$ cat src/rtl/cdtimer_pkg.sv
package cdtimer_pkg;
  localparam int ADDR_W = 3;
  localparam int REG_W  = 16;

  localparam logic [ADDR_W-1:0] ADDR_CMD    = 3'd0;
  localparam logic [ADDR_W-1:0] ADDR_MASK   = 3'd1;
  localparam logic [ADDR_W-1:0] ADDR_STATUS = 3'd2;
  localparam logic [ADDR_W-1:0] ADDR_CNTLO  = 3'd3;
  localparam logic [ADDR_W-1:0] ADDR_CNTHI  = 3'd4;

  localparam int CMD_HALT_BIT  = 4;
  localparam int CMD_START_BIT = 5;
  localparam int STAT_TIMER_BIT = 7;
  localparam int MASK_LOCK_BIT  = 15;

  typedef struct packed {
    logic tick;
    logic wrLo;
    logic wrHi;
    logic wrMask;
    logic wrStatus;
  } ctrlStrobes_t;
endpackage

$ cat src/rtl/cdtimer_ctrl.sv
module cdtimer_ctrl
  import cdtimer_pkg::*;
#(
  parameter int TICK_DIV = 40
) (
  input  logic              clk,
  input  logic              rstN,
  input  logic              hostWrEn,
  input  logic [ADDR_W-1:0] hostAddr,
  input  logic [REG_W-1:0]  hostWrData,
  output logic              runFlag,
  output logic              stopFlag,
  output ctrlStrobes_t      strb
);
  localparam int PRE_W = (TICK_DIV > 1) ? $clog2(TICK_DIV) : 1;

  logic cmdWr, startCmd, haltCmd, restartPre;

  assign cmdWr    = hostWrEn && (hostAddr == ADDR_CMD);
  assign haltCmd  = cmdWr && hostWrData[CMD_HALT_BIT];
  assign startCmd = cmdWr && hostWrData[CMD_START_BIT] && !hostWrData[CMD_HALT_BIT];

  always_ff @(posedge clk) begin
    if (!rstN) begin
      runFlag  <= 1'b0;
      stopFlag <= 1'b1;
    end else if (haltCmd) begin
      runFlag  <= 1'b0;
      stopFlag <= 1'b1;
    end else if (startCmd) begin
      runFlag  <= 1'b1;
      stopFlag <= 1'b0;
    end
  end

  assign strb.wrLo     = hostWrEn && (hostAddr == ADDR_CNTLO);
  assign strb.wrHi     = hostWrEn && (hostAddr == ADDR_CNTHI);
  assign strb.wrMask   = hostWrEn && (hostAddr == ADDR_MASK);
  assign strb.wrStatus = hostWrEn && (hostAddr == ADDR_STATUS);

  assign restartPre = startCmd || haltCmd || strb.wrLo || strb.wrHi;

  generate
    if (TICK_DIV > 1) begin : g_prescale
      localparam logic [PRE_W-1:0] PRE_LAST = PRE_W'(TICK_DIV - 1);
      logic [PRE_W-1:0] preCnt;
      always_ff @(posedge clk) begin
        if (!rstN || restartPre || !runFlag) begin
          preCnt <= '0;
        end else if (preCnt == PRE_LAST) begin
          preCnt <= '0;
        end else begin
          preCnt <= preCnt + 1'b1;
        end
      end
      assign strb.tick = runFlag && !restartPre && (preCnt == PRE_LAST);
    end else begin : g_direct
      assign strb.tick = runFlag && !restartPre;
    end
  endgenerate
endmodule

$ cat src/rtl/cdtimer_dpath.sv
module cdtimer_dpath
  import cdtimer_pkg::*;
#(
  parameter int CNT_W = 32
) (
  input  logic              clk,
  input  logic              rstN,
  input  ctrlStrobes_t      strb,
  input  logic [REG_W-1:0]  hostWrData,
  input  logic [ADDR_W-1:0] hostAddr,
  input  logic [REG_W-1:0]  statusSet,
  input  logic              runFlag,
  input  logic              stopFlag,
  output logic [REG_W-1:0]  hostRdData,
  output logic              irq,
  output logic [CNT_W-1:0]  countVal,
  output logic [REG_W-1:0]  maskQ,
  output logic [REG_W-1:0]  statusQ
);
  localparam int HALF = CNT_W / 2;

  logic [CNT_W-1:0] countNext;
  logic             underflow;
  logic [REG_W-1:0] clrBits, timerSet, statusNext;

  assign underflow = strb.tick && (countVal == '0);

  always_comb begin
    countNext = countVal;
    if (strb.tick) begin
      countNext = underflow ? '1 : countVal - 1'b1;
    end
    if (strb.wrLo) countNext[HALF-1:0]     = hostWrData[HALF-1:0];
    if (strb.wrHi) countNext[CNT_W-1:HALF] = hostWrData[HALF-1:0];
  end

  always_ff @(posedge clk) begin
    if (!rstN) countVal <= '0;
    else       countVal <= countNext;
  end

  always_comb begin
    clrBits  = strb.wrStatus ? (hostWrData & statusQ) : '0;
    timerSet = '0;
    timerSet[STAT_TIMER_BIT] = underflow;
    statusNext = (statusQ & ~clrBits) | statusSet | timerSet;
  end

  always_ff @(posedge clk) begin
    if (!rstN) begin
      statusQ <= '0;
      maskQ   <= '0;
    end else begin
      statusQ <= statusNext;
      if (strb.wrMask) begin
        maskQ <= hostWrData & ~(REG_W'(1) << MASK_LOCK_BIT);
      end
    end
  end

  assign irq = |(maskQ & statusQ);

  always_comb begin
    hostRdData = '0;
    case (hostAddr)
      ADDR_CMD: begin
        hostRdData[CMD_START_BIT] = runFlag;
        hostRdData[CMD_HALT_BIT]  = stopFlag;
      end
      ADDR_MASK:   hostRdData = maskQ;
      ADDR_STATUS: hostRdData = statusQ;
      ADDR_CNTLO:  hostRdData = countVal[HALF-1:0];
      ADDR_CNTHI:  hostRdData = countVal[CNT_W-1:HALF];
      default:     hostRdData = '0;
    endcase
  end
endmodule

$ cat src/rtl/cdtimer_irq.sv
module cdtimer_irq
  import cdtimer_pkg::*;
#(
  parameter int TICK_DIV = 40
) (
  input  logic        clk,
  input  logic        rstN,
  input  logic        hostWrEn,
  input  logic [2:0]  hostAddr,
  input  logic [15:0] hostWrData,
  output logic [15:0] hostRdData,
  input  logic [15:0] statusSet,
  output logic        irq
);
  localparam int CNT_W = 2 * REG_W;

  ctrlStrobes_t     strb;
  logic             runFlag, stopFlag;
  logic [CNT_W-1:0] countVal;
  logic [REG_W-1:0] maskQ, statusQ;

  cdtimer_ctrl #(.TICK_DIV(TICK_DIV)) u_ctrl (
    .clk(clk), .rstN(rstN), .hostWrEn(hostWrEn), .hostAddr(hostAddr),
    .hostWrData(hostWrData), .runFlag(runFlag), .stopFlag(stopFlag), .strb(strb)
  );

  cdtimer_dpath #(.CNT_W(CNT_W)) u_dpath (
    .clk(clk), .rstN(rstN), .strb(strb), .hostWrData(hostWrData),
    .hostAddr(hostAddr), .statusSet(statusSet), .runFlag(runFlag),
    .stopFlag(stopFlag), .hostRdData(hostRdData), .irq(irq),
    .countVal(countVal), .maskQ(maskQ), .statusQ(statusQ)
  );
endmodule

$ cat config.mk
export PLATFORM = sky130hd
export DESIGN_NAME = cdtimer_irq
export DESIGN_NICKNAME = d
export VERILOG_FILES = /design/src/rtl/cdtimer_pkg.sv /design/src/rtl/cdtimer_ctrl.sv /design/src/rtl/cdtimer_dpath.sv /design/src/rtl/cdtimer_irq.sv
export SDC_FILE = /design/constraint.sdc
export NUM_CORES = 1
export LEC_CHECK = 0
export CAP_MARGIN = 25
export CORE_MARGIN = 3
export CORE_UTILIZATION = 40
export CTS_CLUSTER_DIAMETER = 150
export DETAILED_ROUTE_END_ITERATION = 8
export DONT_BUFFER_PORTS = 1
export GPL_TIMING_DRIVEN = 0
export SLEW_MARGIN = 20
export SYNTH_ARGS = -nofsm -noshare
export SYNTH_HDL_FRONTEND = slang
export SYNTH_SLANG_ARGS = --single-unit
$ cat constraint.sdc
create_clock -name clk -period 1.98 [get_ports clk]
set_input_delay 0.297 -clock clk [delete_from_list [all_inputs] [get_ports clk]]
set_output_delay 0.297 -clock clk [all_outputs]
set_load 0.01 [all_outputs]
Word level (Yosys, flattened, before mapping)
Index checks and enable logic that the tools add are counted.

Input port bits: 38. Bits in registers: 71. Output and inout bits: 17. Word-level logic and storage cells: 56.

Add/subtract/negate cells: 2. Bitwise operators: 7. Eq/ne operators: 5. Multiplexer cells: 8. Reductions and logical operators: 27.

Operators by type and width (count): $mux 32 (2); $mux 16 (3); $pmux 10 s4 (1); $and 16x16->16 (2); $logic_not 32->1 (1); $sub 32x1->32 const B (1); $and 15x16->16 (1); $not 16->16 (1); $or 16x16->16 (1); $or 16x8->16 (1); $pmux 4 s4 (1); $reduce_or 16->1 (1); $logic_and 1x1->1 (11); $pmux 2 s5 (1); $add 6x1->6 const B (1); $eq 3x2->1 const B (2); $eq 6x6->1 const B (1); $logic_or 1x1->1 (5); $logic_not 1->1 (4); $reduce_bool 2->1 (2); $reduce_or 2->1 (2); $eq 3x1->1 const B (1); $eq 3x3->1 const B (1); $logic_not 3->1 (1); $not 1->1 (1).

Longest topological paths before layout
Gate-level depths: netlist (run 1).

Depth in word-level cells: 14. Mapped depth: 8. Gate-level depth less buffers: 7.

Hierarchy
Synthesis (run 1) repeated with hierarchy kept, for this count alone.

Cells, all modules: 499. Area total of the unflattened synthesis: 4161.5 um^2.

By module, submodules not included: cdtimer_dpath (cells an instance 454, times used 1, sequential area each 1261.2 um^2, area each 3756.1 um^2); cdtimer_ctrl (cells an instance 45, times used 1, sequential area each 160.2 um^2, area each 405.4 um^2).

Least setup slack after synthesis (run 1)
Ideal clock, no wire load.

Kind: flip-flop to flip-flop. Start point: reg u_dpath.countVal[7]. End point: reg u_dpath.countVal[27]. Path slack: 0.006 ns. Clock period less this slack: 1.974 ns. Arrival time: 1.852 ns. Data required time: 1.858 ns. Cell stages (with the launch flop): 7. Library setup time: 0.122 ns. Buffers on the path: 0. Cell sequence: dfxtp_1 -> nor4_4 -> nand4b_4 -> nor4_4 -> nand3b_1 -> xnor2_1 -> o311a_1.

Word-level cells in the longest chain between the ends: 5. Elaborated cells between the ends (all ways): 6. Classes of those cells: add/sub (1); mux (3); reduce/logical (2).

Ends and longest elaborated chain: from (decl) (line cdtimer_dpath.sv:16) `output logic [CNT_W-1:0] countVal,`; from (signal assigned) (line cdtimer_dpath.sv:39) `else countVal <= countNext;`; parallel branches: the longest is 2 deep, another holds $sub 32x1->32; $mux 32 * (line cdtimer_dpath.sv:31) `countNext = underflow ? '1 : countVal - 1'b1;`; $mux 32 * (line cdtimer_dpath.sv:30) `if (strb.tick) begin`; $mux 16 * (line cdtimer_dpath.sv:34) `if (strb.wrHi) countNext[CNT_W-1:HALF] = hostWrData[HALF-1:0];`.

Mark *: on every way between the ends. The select of a mux whose other input is x is not followed. A chain may end at the register's enable or synchronous reset.

Worst setup path after layout (run 1)
Start point: reg u_dpath.countVal[24]. End point: reg u_dpath.countVal[5].

Word-level cells in the longest chain between the ends: 5.

Ends and longest elaborated chain: $logic_not 32->1 (line cdtimer_dpath.sv:26) `assign underflow = strb.tick && (countVal == '0);`; $logic_and 1x1->1 (line cdtimer_dpath.sv:26); $mux 32 (line cdtimer_dpath.sv:31); $mux 32 (line cdtimer_dpath.sv:30); $mux 16 (line cdtimer_dpath.sv:33) `if (strb.wrLo) countNext[HALF-1:0] = hostWrData[HALF-1:0];`.

Every way passes these cells. The select of a mux whose other input is x is not followed.

==> results of run 1 <==
-- power by group through the flow --
stage               combinational (mW)  clock (mW)  sequential (mW)
floorplan                        0.417           0             1.54
global placement                 0.527           0             1.56
detailed placement               0.531           0             1.57
CTS                              0.568        1.12             1.54
global route                     0.657        1.17             1.54
finish                           0.611        1.11             1.54
-- what timing repair did --
item / CTS / global route
hold buffers: 0 / 0
gates resized for setup: 13 / 30
buffers inserted: 6 / 12
pin swaps: 4 / 15
endpoints found under the hold margin: 0 / 0
setup endpoints to repair: 36 / 42
-- how the worst max path moves through the flow --
stage,from,slack (ns),to
finish,u_dpath.countVal[24],-0.08,u_dpath.countVal[5]
global route,u_dpath.countVal[24],-0.14,u_dpath.countVal[5]
CTS,u_ctrl.g_prescale.preCnt[0],-0.14,u_dpath.countVal[12]
detailed placement,hostAddr[1],-0.41,u_dpath.countVal[18]
global placement,u_dpath.countVal[0],-0.40,u_dpath.countVal[27]
floorplan,u_dpath.countVal[7],0.006,u_dpath.countVal[27]
-- logic make-up after synthesis --
group                      share of synthesized area [%]
AOI/OAI and AO/OA                                  22.75
xor gates and xnor gates                           5.096
adders and majority gates                         0.6065
buffers and inverters                              3.731
DFF                                                34.46
muxes                                              5.429
and+or+nand+nor                                    27.93
-- flip-flops by register name, indices dropped and copies added, names as in the netlist --
signal / count
u_dpath.countVal: 32
u_ctrl.runFlag: 1
u_dpath.maskQ: 15
u_dpath.statusQ: 16
u_ctrl.stopFlag: 1
u_ctrl.g_prescale.preCnt: 6
-- per-stage QoR --
step	setup slack [ns]	area, sq um
CTS	-0.1419	4572
global placement	-0.4007	4292
finish	-0.07637	4772
global route	-0.1390	4772
floorplan	0.006060	4125
detailed placement	-0.4070	4292
-- area by class of cell --
type | instances | area (sq um)
timing repair buffer | 18 | 147.6
buffer | 28 | 118.9
multi-input combinational | 420 | 2683
tap | 133 | 166.4
inverter | 9 | 33.78
sequential | 71 | 1439
fill | 1017 | 5137
clock inverter | 5 | 32.53
clock buffer | 11 | 151.4
-- per-layer routing --
layer | share of wire, % | vias to the layer above | routed length [microns]
met1 | 41 | 2009 | 6085
met2 | 47 | 188 | 6931
li1 | - | 1958 | -
met5 | 0 | - | 0
met3 | 8.3 | 52 | 1227
met4 | 3.1 | 0 | 459
-- placed cells by master (no fill, tap or decap), types with 3 or more instances in the layout --
cell        count
a21oi_1        53
nand3b_1        3
buf_4          18
mux2_2         14
o21a_1          5
xor2_1         14
nand2_1        98
xnor2_1        10
o21ai_0        40
inv_1           8
and3_1          7
nor2_1         43
buf_2           6
nand4_1         6
nor3_4          4
clkbuf_1       17
a31oi_1         6
nand2b_1        3
clkinvlp_4      3
dfxtp_2         8
nand3_1        15
dfxtp_1        61
nor4_4          6
a211oi_1        3
nor3_1         13
or3_1           3
a22oi_1        18
nor2_2          3
clkbuf_8       11
nor3_2          3
==> flow_summary.toml, run 1 <==
[critical_path]
path_class = "register to register"
cp_num_cells = 6
reg2reg_from = "u_dpath.countVal[24]"
crit_fanout = 5
regToRegEndpoint = "u_dpath.countVal[5]"
cp-end-kind = "register"
rr_worst_depth = 6
critPathBufInv = 0
crit_chain = "or4_4, or3_4, nor3_4, nand2_4, a2111oi_4, o21a_1"
cp_slowest_stage_delay_ns = 0.54
required_ns = 2.28
crit_family = "simple AND/OR/NAND/NOR gates"
r2r_slack_ns = -0.08
start_kind = "register"
crit_arrival_ns = 2.36
slowest_stage = "or4_4"

[min_path]
hp-start = "statusSet[13]"
holdPathStages = 2
worst_hold_path.endpoint = "u_dpath.statusQ[13]"
hold_class = "input port to register"

[global_routing]
grt_usage_pct = 25.02
grt_pass1_wl_mm = 22.05
grt_max_degree = 13
grt_pass1_vias = 3940
grtUsageMet1_pct = 33.25
grt.overflow.total = 0
grt-busiest-layer = "met2"
met3_usage_pct = 4.919
antenna_found_initial = 0
globalRouteMet2Util_pct = 39.79

[synth]
yosysSeqAreaShare_pct = 34.46
netlist_instances = 529
syn_nets = 569
yosysMostFrequentCell = "nand2_1"
synthTopCellsByArea = "dfxtp_1 (34%), nand2_1 (9.1%), a21oi_1 (6.4%)"
syn-mean-instance-area_sq_um = 7.798
synth_area_sq_mm = 0.004125
synthFlopType = "dfxtp_1"
synth_seq_cells = 71
synth_top_cell_area_share_pct = 34.46
ys_types = 61
synth_largest_area_cell = "dfxtp_1"
ys_async_sr_fraction_pct = 0
yosys_warnings = 0
synth_commonest_cells = "nand2_1 (100), dfxtp_1 (71), a21oi_1 (53), nor2_1 (46), o21ai_0 (42)"
synth_edf_count = 0

[sta]
fin_ws_ns = -0.07637
setup-violations-final = 11
finalCritPeriodShare_pct = 103.9
worst_hold_slack_ns = 0.05103
setup-tns-final_ns = -0.3955
worst_slew_pin_slew_ns = 0.8162
rsz0062_at_grt = "yes"
fmax_mhz = 486.3
slew_violations = 0
finalCriticalPeriod_ns = 2.056
skew_ns = 0.01093
final-hold-violation-count = 0
slew_headroom_pct = 44.82

[outcome]
status = "finished with violations"
violations = "setup timing"

[floorplanning]
start_util_pct = 41.63
die_h_microns = 107.6
rows = 36
core-area_sq_mm = 0.009910
die_x_microns = 107.6
dieArea_sq_mm = 0.01157
ios = 55

[pwr]
p_per_area_mw_per_mm2 = 684.4
internal_power_mw = 2.236
p_switching_mw = 1.029
p_leak_nw = 1.653
sw_frac_of_total_pct = 31.52
peakVddDrop_v = 0.0005203
clkPwrFrac_pct = 34.1
power_frac_seq_pct = 47.2
comb_power_share_pct = 18.7
p_total_mw = 3.266

[cts]
ctsRootBufferMaster = "clkbuf_8"
ctsHtreeMaxLevel = 3
clk_pin_slew_ns = 0.08
cts_max_path_buffers = 2
cts_tree = "yes"
clkLatencyLatePin_ns = 0.36
cts_made_buffers = 9
cts.sinks = 71

[route]
wl_per_cell_microns = 21.16
vias = 4207
dr.pass1.iters = 9
drc = 0
postRouteAntennaNets = 0
drt_first_iter_violations = 462
wirelength_mm = 14.71
via_per_inst = 6.053

[finish]
fin_cells = 695
layout.nets = 597
final_core_util_pct = 48.16
antenna_cells = 0
synthToLayoutAreaGrowth_pct = 15.68
drive_above_1_share_pct = 18.33

[placed_design]
gp_congestion = 0.9447
dp.cells = 662
port_buffers = 0
dp_hpwl_mm = 10.85

[job]
maxCapViolations = 0
Power figures use the tool's default switching activity.
==> run 2: changes to the inputs <==
- CTS_CLUSTER_SIZE: not set -> 10
- REMOVE_ABC_BUFFERS: not set -> 1
==> flow_summary.toml, run 2 (synthesis gave the netlist of run 1 again) <==
[cts]
cts_tree = "yes"
ctsRootBufferMaster = "clkbuf_8"
ctsHtreeMaxLevel = 3
cts_max_path_buffers = 2
cts_made_buffers = 9
clkLatencyLatePin_ns = 0.36
cts_hold_buf = 0
clk_pin_slew_ns = 0.08
cts.sinks = 71

[critical_path]
cp-end-kind = "register"
crit_fanout = 6
crit_arrival_ns = 2.36
start_kind = "register"
required_ns = 2.28
path_class = "register to register"
r2r_slack_ns = -0.07

[floorplanning]
dieArea_sq_mm = 0.01157
ios = 55
rows = 36
die_x_microns = 107.6
start_util_pct = 41.63
die_h_microns = 107.6
core-area_sq_mm = 0.009910

[route]
drt_first_iter_violations = 332
drc = 0
wl_per_cell_microns = 20.54
via_per_inst = 6.118
wirelength_mm = 13.91
vias = 4142
dr.pass1.iters = 6
postRouteAntennaNets = 0

[sta]
fin_ws_ns = -0.07132
finalCritPeriodShare_pct = 103.6
slew_headroom_pct = 41.08
slew_violations = 0
fmax_mhz = 487.5
skew_ns = 0.01200
final-hold-violation-count = 0
worst_hold_slack_ns = 0.04977
worst_slew_pin_slew_ns = 0.8839
rsz0062_at_grt = "yes"
setup-violations-final = 6
finalCriticalPeriod_ns = 2.051

[global_routing]
globalRouteMet2Util_pct = 37.74
grtUsageMet1_pct = 34.04
met3_usage_pct = 5.519
antenna_found_initial = 0
grt.overflow.total = 0
grt_pass1_vias = 3995
grt_max_degree = 47
grt_pass1_wl_mm = 22.00
grt-busiest-layer = "met2"
grt_usage_pct = 24.69

[finish]
fill_cells = 995
regMostFlops = "u_dpath.countVal"
final_common_cell = "nand2_1"
antenna_cells = 0
largest_reg_flops = 32
multi_input_area_sq_mm = 0.002728
final_cell_mix = "nand2_1 (98), dfxtp_1 (63), a21oi_1 (52)"
fin_cells = 677
final_area_sq_mm = 0.004762
reg.largest.list = "u_dpath.countVal x32, u_dpath.statusQ x16, u_dpath.maskQ x15"
drive_above_1_share_pct = 20.22
layout.nets = 580
synthToLayoutAreaGrowth_pct = 15.44
regArea_sq_mm = 0.001434

[job]
maxCapViolations = 0

[pwr]
p_switching_mw = 1.010
peakVddDrop_v = 0.0003271
p_per_area_mw_per_mm2 = 698.9
clkPwrFrac_pct = 35.0
sw_frac_of_total_pct = 30.34
internal_power_mw = 2.319
p_leak_nw = 1.648
comb_power_share_pct = 18.9
power_frac_seq_pct = 46.1

[placed_design]
dpl_cell_area_sq_mm = 0.004187
dp.cells = 633
port_buffers = 0
gp_congestion = 0.8961
dp_hpwl_mm = 9.170

[outcome]
status = "finished with violations"
violations = "setup timing"

[min_path]
hold_class = "input port to register"
-- run 2: power by group through the flow --
stage | clock (mW) | sequential (mW) | combinational (mW)
finish | 1.16 | 1.54 | 0.629
global route | 1.24 | 1.54 | 0.686
CTS | 1.18 | 1.53 | 0.572
detailed placement | 0 | 1.56 | 0.493
global placement | 0 | 1.56 | 0.475
floorplan | 0 | 1.55 | 0.382
-- run 2: routing by layer --
layer  vias up  wire length [microns]
met3        38                   1150
met1      1989                   6128
met5         -                      0
met4         0                    409
met2       190                   6218
li1       1925                      -
-- run 2: worst paths after layout --
check	from	to	cells after the start
max	u_dpath.countVal[26]	u_dpath.countVal[5]	6
min	rstN	u_dpath.countVal[26]	2
max reg2reg	u_dpath.countVal[26]	u_dpath.countVal[5]	6
min reg2reg	u_ctrl.g_prescale.preCnt[0]	u_ctrl.g_prescale.preCnt[0]	1
-- run 2: through the flow --
| step | util [%] | worst slack, ns | TNS [ns] | total power [mW] |
|---|---|---|---|---|
| floorplan | - | -0.1808 | -0.9610 | 1.927 |
| global placement | 42.10 | -1.044 | -27.35 | 2.037 |
| detailed placement | 42.25 | -0.7494 | -22.41 | 2.056 |
| CTS | 46.79 | -0.06992 | -0.08095 | 3.287 |
| global route | 48.06 | -0.1802 | -2.325 | 3.466 |
| finish | 48.06 | -0.07132 | -0.1896 | 3.328 |
-- run 2: worst max-delay path, stage by stage (launching register included) --
cell and delay [ns]:
dfxtp_1 0.38, or4_4 0.50, or3_4 0.37, nor3_4 0.18, nand2_4 0.13, a2111oi_4 0.29
o21a_1 0.14
-- run 2: layout make-up --
type | count | share of cell area, %
multi-input cells | 421 | 57.28
inverters | 9 | 0.7094
clock buffers | 9 | 2.601
repair buffers | 28 | 4.493
well taps | 133 | 3.494
flip-flops and latches | 71 | 30.11
clock inverters | 6 | 1.314
-- run 2: what timing repair did --
action | in CTS | in global routing
pin swaps | 16 | 6
cloned | 1 | 0
resized for setup | 25 | 21
buffers inserted | 20 | 7
endpoints found under the setup margin | 35 | 41
